--- src/rtl/bps_pkg.sv ---
package bps_pkg;

  typedef enum logic [2:0] {
    PH_IDLE,
    PH_WSET,
    PH_WLOW,
    PH_WHLD,
    PH_RACT
  } bus_ph_e;

  typedef enum logic [2:0] {
    T_IDLE,
    T_SETUP,
    T_PROG,
    T_PULSE,
    T_VCMD,
    T_VREAD,
    T_CMP
  } seq_st_e;

  localparam logic [7:0] CMD_PGM_SETUP  = 8'h40;
  localparam logic [7:0] CMD_PGM_VERIFY = 8'hC0;

  typedef struct packed {
    logic ce_n;
    logic we_n;
    logic oe_n;
    logic drv;
  } bus_ctl_t;

  function automatic bus_ctl_t ctl_of(bus_ph_e p);
    bus_ctl_t c;
    c = '{ce_n: 1'b1, we_n: 1'b1, oe_n: 1'b1, drv: 1'b0};
    case (p)
      PH_WSET, PH_WHLD: begin
        c.ce_n = 1'b0;
        c.drv  = 1'b1;
      end
      PH_WLOW: begin
        c.ce_n = 1'b0;
        c.we_n = 1'b0;
        c.drv  = 1'b1;
      end
      PH_RACT: begin
        c.ce_n = 1'b0;
        c.oe_n = 1'b0;
      end
      default: ;
    endcase
    return c;
  endfunction

endpackage

--- src/rtl/bps_bus_cycle.sv ---
module bps_bus_cycle
  import bps_pkg::*;
#(
  parameter int ADDR_W  = 15,
  parameter int DATA_W  = 8,
  parameter int SET_CYC = 2,
  parameter int LOW_CYC = 2,
  parameter int HLD_CYC = 1,
  parameter int RD_CYC  = 2
) (
  input  logic              clk,
  input  logic              rst,
  input  logic              start_i,
  input  logic              rd_i,
  input  logic [ADDR_W-1:0] addr_i,
  input  logic [DATA_W-1:0] data_i,
  output logic              done_o,
  output logic [DATA_W-1:0] rd_data_o,
  output logic [ADDR_W-1:0] addr_o,
  output logic [DATA_W-1:0] dout_o,
  output logic              drv_o,
  input  logic [DATA_W-1:0] din_i,
  output logic              ce_n_o,
  output logic              we_n_o,
  output logic              oe_n_o
);

  localparam int CNT_W = $clog2(SET_CYC + LOW_CYC + HLD_CYC + RD_CYC + 1);

  bus_ph_e    ph, nxt_ph;
  logic [CNT_W-1:0] cnt, nxt_cnt;
  logic       fin;
  bus_ctl_t   ctl;

  always_comb begin
    nxt_ph  = ph;
    nxt_cnt = cnt;
    fin     = 1'b0;
    if (ph == PH_IDLE) begin
      if (start_i) begin
        nxt_ph  = rd_i ? PH_RACT : PH_WSET;
        nxt_cnt = rd_i ? CNT_W'(RD_CYC - 1) : CNT_W'(SET_CYC - 1);
      end
    end else if (cnt != '0) begin
      nxt_cnt = cnt - 1'b1;
    end else begin
      case (ph)
        PH_WSET: begin
          nxt_ph  = PH_WLOW;
          nxt_cnt = CNT_W'(LOW_CYC - 1);
        end
        PH_WLOW: begin
          nxt_ph  = PH_WHLD;
          nxt_cnt = CNT_W'(HLD_CYC - 1);
        end
        default: begin
          nxt_ph = PH_IDLE;
          fin    = 1'b1;
        end
      endcase
    end
  end

  always_ff @(posedge clk) begin
    if (rst) begin
      ph        <= PH_IDLE;
      cnt       <= '0;
      ctl       <= ctl_of(PH_IDLE);
      done_o    <= 1'b0;
      addr_o    <= '0;
      dout_o    <= '0;
      rd_data_o <= '0;
    end else begin
      ph     <= nxt_ph;
      cnt    <= nxt_cnt;
      ctl    <= ctl_of(nxt_ph);
      done_o <= fin;
      if (ph == PH_IDLE && start_i) begin
        addr_o <= addr_i;
        dout_o <= data_i;
      end
      if (ph == PH_RACT && cnt == '0) rd_data_o <= din_i;
    end
  end

  assign ce_n_o = ctl.ce_n;
  assign we_n_o = ctl.we_n;
  assign oe_n_o = ctl.oe_n;
  assign drv_o  = ctl.drv;


  strobe_gate_chk: assert property (@(posedge clk) disable iff (rst)
    !we_n_o |-> (!ce_n_o && oe_n_o && drv_o));


  ce_lead_chk: assert property (@(posedge clk) disable iff (rst)
    $fell(we_n_o) |-> $past(!ce_n_o));


  read_release_chk: assert property (@(posedge clk) disable iff (rst)
    !oe_n_o |-> !drv_o);


  strobe_hold_chk: assert property (@(posedge clk) disable iff (rst)
    (!we_n_o || $rose(we_n_o)) |-> ($stable(addr_o) && $stable(dout_o)));

endmodule

--- src/rtl/bps_pulse_timer.sv ---
module bps_pulse_timer #(
  parameter int PULSE_CYC = 1250
) (
  input  logic clk,
  input  logic rst,
  input  logic load_i,
  output logic expired_o
);

  localparam int TW = $clog2(PULSE_CYC + 1);

  logic [TW-1:0] cnt;

  always_ff @(posedge clk) begin
    if (rst) begin
      cnt       <= '0;
      expired_o <= 1'b1;
    end else if (load_i) begin
      cnt       <= TW'(PULSE_CYC);
      expired_o <= 1'b0;
    end else if (cnt > TW'(1)) begin
      cnt <= cnt - 1'b1;
    end else if (cnt == TW'(1)) begin
      cnt       <= '0;
      expired_o <= 1'b1;
    end
  end


  load_clears_chk: assert property (@(posedge clk) disable iff (rst)
    load_i |=> !expired_o);


  count_bound_chk: assert property (@(posedge clk) disable iff (rst)
    cnt <= TW'(PULSE_CYC));

endmodule

--- src/rtl/byte_prog_seq.sv ---
module byte_prog_seq
  import bps_pkg::*;
#(
  parameter int ADDR_W    = 15,
  parameter int DATA_W    = 8,
  parameter int MAX_TRIES = 25,
  parameter int PULSE_CYC = 1250,
  parameter int SET_CYC   = 2,
  parameter int LOW_CYC   = 2,
  parameter int HLD_CYC   = 1,
  parameter int RD_CYC    = 2,
  localparam int TRY_W    = $clog2(MAX_TRIES + 1)
) (
  input  logic              clk,
  input  logic              rst,
  input  logic              req_valid_i,
  input  logic [ADDR_W-1:0] req_addr_i,
  input  logic [DATA_W-1:0] req_data_i,
  output logic              busy_o,
  output logic              done_o,
  output logic              err_o,
  output logic [TRY_W-1:0]  attempts_o,
  output logic [ADDR_W-1:0] fl_addr_o,
  output logic [DATA_W-1:0] fl_dout_o,
  output logic              fl_drv_o,
  input  logic [DATA_W-1:0] fl_din_i,
  output logic              fl_ce_n_o,
  output logic              fl_we_n_o,
  output logic              fl_oe_n_o
);

  seq_st_e           state;
  logic              launched;
  logic [ADDR_W-1:0] a_q;
  logic [DATA_W-1:0] d_q;
  logic [TRY_W-1:0]  tries;

  logic              bus_start, bus_rd, bus_done;
  logic [DATA_W-1:0] bus_data, bus_rd_data;
  logic              tmr_load, tmr_expired;
  logic              on_bus_state;

  assign on_bus_state = (state == T_SETUP) || (state == T_PROG) ||
                        (state == T_VCMD)  || (state == T_VREAD);
  assign bus_start    = on_bus_state && !launched;
  assign bus_rd       = (state == T_VREAD);
  assign tmr_load     = (state == T_PROG) && bus_done;

  always_comb begin
    case (state)
      T_SETUP: bus_data = DATA_W'(CMD_PGM_SETUP);
      T_PROG:  bus_data = d_q;
      default: bus_data = DATA_W'(CMD_PGM_VERIFY);
    endcase
  end

  bps_bus_cycle #(
    .ADDR_W (ADDR_W),
    .DATA_W (DATA_W),
    .SET_CYC(SET_CYC),
    .LOW_CYC(LOW_CYC),
    .HLD_CYC(HLD_CYC),
    .RD_CYC (RD_CYC)
  ) u_bus (
    .clk      (clk),
    .rst      (rst),
    .start_i  (bus_start),
    .rd_i     (bus_rd),
    .addr_i   (a_q),
    .data_i   (bus_data),
    .done_o   (bus_done),
    .rd_data_o(bus_rd_data),
    .addr_o   (fl_addr_o),
    .dout_o   (fl_dout_o),
    .drv_o    (fl_drv_o),
    .din_i    (fl_din_i),
    .ce_n_o   (fl_ce_n_o),
    .we_n_o   (fl_we_n_o),
    .oe_n_o   (fl_oe_n_o)
  );

  bps_pulse_timer #(
    .PULSE_CYC(PULSE_CYC)
  ) u_tmr (
    .clk      (clk),
    .rst      (rst),
    .load_i   (tmr_load),
    .expired_o(tmr_expired)
  );

  always_ff @(posedge clk) begin
    if (rst) begin
      state    <= T_IDLE;
      launched <= 1'b0;
      a_q      <= '0;
      d_q      <= '0;
      tries    <= '0;
      busy_o   <= 1'b0;
      done_o   <= 1'b0;
      err_o    <= 1'b0;
    end else begin
      done_o <= 1'b0;
      if (bus_start)     launched <= 1'b1;
      else if (bus_done) launched <= 1'b0;
      case (state)
        T_IDLE: begin
          if (req_valid_i) begin
            a_q    <= req_addr_i;
            d_q    <= req_data_i;
            tries  <= TRY_W'(1);
            err_o  <= 1'b0;
            busy_o <= 1'b1;
            state  <= T_SETUP;
          end
        end
        T_SETUP: if (bus_done) state <= T_PROG;
        T_PROG:  if (bus_done) state <= T_PULSE;
        T_PULSE: if (tmr_expired) state <= T_VCMD;
        T_VCMD:  if (bus_done) state <= T_VREAD;
        T_VREAD: if (bus_done) state <= T_CMP;
        T_CMP: begin
          if (bus_rd_data == d_q) begin
            state  <= T_IDLE;
            busy_o <= 1'b0;
            done_o <= 1'b1;
          end else if (tries == TRY_W'(MAX_TRIES)) begin
            state  <= T_IDLE;
            busy_o <= 1'b0;
            done_o <= 1'b1;
            err_o  <= 1'b1;
          end else begin
            tries <= tries + 1'b1;
            state <= T_SETUP;
          end
        end
        default: state <= T_IDLE;
      endcase
    end
  end

  assign attempts_o = tries;


  target_frozen_chk: assert property (@(posedge clk) disable iff (rst)
    (busy_o && $past(busy_o)) |-> ($stable(a_q) && $stable(d_q)));


  done_ends_busy_chk: assert property (@(posedge clk) disable iff (rst)
    done_o |-> (!busy_o && $past(busy_o)));


  done_single_chk: assert property (@(posedge clk) disable iff (rst)
    done_o |=> !done_o);


  tries_bound_chk: assert property (@(posedge clk) disable iff (rst)
    tries <= TRY_W'(MAX_TRIES));


  err_full_chk: assert property (@(posedge clk) disable iff (rst)
    (done_o && err_o) |-> (tries == TRY_W'(MAX_TRIES)));


  pass_match_chk: assert property (@(posedge clk) disable iff (rst)
    (done_o && !err_o) |-> $past(bus_rd_data == d_q));


  pulse_quiet_chk: assert property (@(posedge clk) disable iff (rst)
    (state == T_PULSE) |-> fl_ce_n_o);

endmodule

--- config.mk ---
export PLATFORM = sky130hd
export DESIGN_NAME = byte_prog_seq
export DESIGN_NICKNAME = d
export VERILOG_FILES = /design/src/rtl/bps_pkg.sv /design/src/rtl/bps_bus_cycle.sv /design/src/rtl/bps_pulse_timer.sv /design/src/rtl/byte_prog_seq.sv
export SDC_FILE = /design/constraint.sdc
export NUM_CORES = 1
export LEC_CHECK = 0
export BUFFER_PORTS_ARGS = -buffer_cell sky130_fd_sc_hd__buf_4
export CAP_MARGIN = 20
export CORE_ASPECT_RATIO = 0.6
export CORE_MARGIN = 8
export CORE_UTILIZATION = 49
export DETAILED_ROUTE_END_ITERATION = 8
export GPL_TIMING_DRIVEN = 0
export HOLD_SLACK_MARGIN = 0.06
export PLACE_DENSITY = 0.75
export SLEW_MARGIN = 20
export SYNTH_ARGS = -nofsm -noshare
export SYNTH_HDL_FRONTEND = slang
export SYNTH_SLANG_ARGS = --single-unit
--- constraint.sdc ---
create_clock -name clk -period 1.9 [get_ports clk]
set_clock_uncertainty 0.15 [all_clocks]
set_input_delay 0.095 -clock clk [delete_from_list [all_inputs] [get_ports clk]]
set_output_delay 0.095 -clock clk [all_outputs]
set_load 0.03 [all_outputs]
==> results by group <==
Detailed routing
  – DRC viols: 0
  – Router iterations before antenna repair: 5
  – Initial DRC Count: 370
  – Vias per std cell: 5.44
  – ANT nets after route: 0
  – Post-Route WL: 10.8 mm
  – Routed via count: roughly 3600
  – Average wire per standard cell: 16.2 um

Floorplan
  – Die Span Y: 83.2 um
  – Initial Util: around half
  – Die width: between 100 and 150 um
  – Core region area: between 7000 and 8000 sq um
  – I/O Pins: 69
  – Die ar.: around 11000 sq um
  – # rows: 24

STA
  – Final min period: about 2000 ps
  – Max Transition Viols Final: 0
  – Setup ws final: -101 ps
  – Measured slew at the worst slew-check pin: 618 ps
  – Fmax: 500 MHz
  – Slew HR: around three fifths
  – Worst hold margin: 77.9 ps
  – Hold Fails Final Rpt: 0
  – Unrepaired setup endpoints after global routing: true
  – Final setup vio count: 23
  – Setup_tns: -1680 ps
  – Final worst path period share: 105%

Clocking
  – TritonCTS clock tree: built
  – CTS Buffer Depth: 2
  – H-tree levels: 3
  – Root Driver: clkbuf_16
  – Later-pin clock latency in the skew report: about 350 ps
  – CTS Sinks: 89
  – Clk slew on worst S/H paths: ~60 ps
  – CTS buffer count: 9

Critical path
  – WS Path Type: reg -> reg
  – CP max FO: 6
  – Arr. time, crit path: 2060 ps
  – Crit. End Element: flip-flop
  – CP required: 1960 ps
  – Crit path launch type: flip-flop

Yosys
  – Post-synth EDFFs: 0
  – Synthesized cell area: 3680 sq um
  – Yosys cell types: 48
  – Synth Register Bits: between 80 and 90
  – Post-synth top flop: dfxtp_1
  – Syn avg cell area: 8.43 sq um
  – Yosys synthesis warning count: 0
  – Synthesized Nets: 475
  – Register area share after synthesis: 48.4%
  – Fraction of registers with async set/reset: 0%
  – Cells after Synth: about 440

Outcome
  – Failing checks: negative setup slack
  – Outcome: complete, but fails checks

Finish
  – Share of cells above drive strength 1: 27.1%
  – Final net count: 598
  – Filler Cells Inserted: 545
  – Multi-input gate area: 1950 sq um
  – Storage cell area: approximately 1800 sq um
  – Area grow syn2layout: 43.8%
  – ANT cells: 0

Min path
  – Hold WC Path Type: in -> reg

Global route
  – First-pass GRT wire length: ~17 mm
  – Gr usage total: 19.7%
  – Largest net degree at the start of global routing: 15
  – Vias in the first global route: 3402
  – Total gr overflow: 0
  – Initial antenna violation count: 0

Power and ir drop
  – Peak supply drop: 0.000586 V
  – Power Density: 1100 nW/um^2
  – Power, Total: 5810 uW
  – Leakage: 0.00222 uW

Place
  – RD Place Congestion: 0.878
  – Detail Placement HPWL: between 7 and 8 mm
  – PortBufs: between 60 and 70

Job
  – Max-Cap Viols: 0
## layout make-up
class	count	share of cell area [%]
plain buffers	22	2.76
multi-input cells	316	36.8
clock inverters	4	1.04
flip-flops and latches	89	33.7
repair buffers	114	18.2
clock buffers	11	4.39
inverters	8	0.567
well taps	104	2.46
## report_power, final
group	switching, uW	internal [uW]	leakage, uW	total [uW]
logic	969	851	0.00136	1820
clock network	717	1020	0.000136	1730
registers	199	2060	0.000727	2250
## per-layer routing
metal  global-route usage (%)  vias up  routed length (um)
li1                         -     1731                   -
met1                     25.2     1698                4850
met2                     29.8      174                4780
met3                     8.42       34                 965
met4                     4.83        0                 238
met5                        0        -                   0
## stage by stage
step / instance area (sq um) / utilization [%] / std cells / setup slack, ps
2_1_floorplan: 3690 / - / 437 / 2.97
3_3_place_gp: 4320 / 59.5 / 608 / -350
3_5_place_dp: 4320 / 59.5 / 608 / -400
4_1_cts: 5080 / 70.0 / 663 / -127
5_1_grt: 5300 / 72.9 / 668 / -146
6_report: 5300 / 72.9 / 668 / -101
## path summary, 6_finish.rpt
check	from	endpoint	slack [ps]	cells after the start
hold reg to reg	a_q[11]	u_bus.addr_o[11]	300	2
hold / removal	rst	attempts_o[1]	80	3
setup reg to reg	u_bus.ph[1]	u_bus.addr_o[10]	-100	7
setup / recovery	u_bus.ph[1]	u_bus.addr_o[10]	-100	7
## layout by cell type (no fill, tap or decap), drive strengths merged, types with 2 or more instances in the layout
master and count:
a2111oi 2, a211oi 6, a21oi 61, a2bb2oi 2
a31oi 2, and3 2, buf 90, clkbuf 26
clkinv 2, dfxtp 89, dlygate4sd3 31, ha 4
inv 8, mux2i 12, nand2 96, nand2b 4
nand3 13, nand3b 2, nand4 3, nor2 38
nor2b 4, nor3 14, nor3b 3, nor4 6
o21ai 5, or2 2, or3 4, or4 2
xnor2 7, xor2 11
## worst max-delay path: stages, from the launching register on
cell and delay [ps]:
dfxtp_2 320, or3_1 380, buf_6 140, or4_4 440, buf_12 160, buf_8 140
nand2_2 60, a21oi_1 60
## Yosys cell counts (2+ instances only)
master,n,area share [%]
mux2i_1,12,3.3
or2_2,2,0.34
ha_1,4,1.4
inv_1,8,0.82
xnor2_1,7,1.7
nand4_1,3,0.51
nand2_2,3,0.51
xor2_1,11,2.6
a211oi_1,5,1.0
or4_1,2,0.41
nand2b_1,4,0.68
nor3b_1,2,0.41
o21ai_0,5,0.68
clkbuf_1,15,1.5
nor4_2,3,1.0
nor3_1,13,1.8
buf_1,2,0.20
a31oi_1,2,0.34
buf_2,3,0.41
nor2_1,38,3.9
a21oi_1,61,8.3
and3_1,2,0.34
nand3b_1,2,0.41
nor4_1,2,0.34
buf_6,4,1.2
dfxtp_1,89,48
nor2b_1,4,0.68
a2bb2oi_1,2,0.48
or3_1,4,0.68
nand3_1,13,1.8
nand2_1,93,9.5
## state kept, by name (all words and copies together), names as in the netlist
signal	cells
a_q	15
u_bus.addr_o	15
u_tmr.cnt	11
d_q	8
u_bus.dout_o	8
u_bus.rd_data_o	8
attempts_o	5
state	3
u_bus.cnt	3
u_bus.ph	3
busy_o	1
done_o	1
err_o	1
launched	1
u_bus.ce_n_o	1
u_bus.done_o	1
u_bus.drv_o	1
u_bus.oe_n_o	1
u_bus.we_n_o	1
u_tmr.expired_o	1
## what timing repair did
action	in CTS	in global routing
setup endpoints to repair	58	58
buffers inserted	9	6
gates cloned	1	0
hold endpoints to repair	31	0
gates resized for setup	20	50
pin swaps	4	9
hold buffers	31	0
## cell families after synthesis
| kind of cell | after synthesis | synth area share, % |
|---|---|---|
| and+or+nand+nor | 195 | 24.8 |
| AOI/OAI and AO/OA | 87 | 13.8 |
| xor gates and xnor gates | 18 | 4.28 |
| DFF | 89 | 48.4 |
| adders and majority gates | 4 | 1.36 |
| muxes | 12 | 3.26 |
| buffers and inverters | 32 | 4.18 |
(Power assumes the default switching activity.)
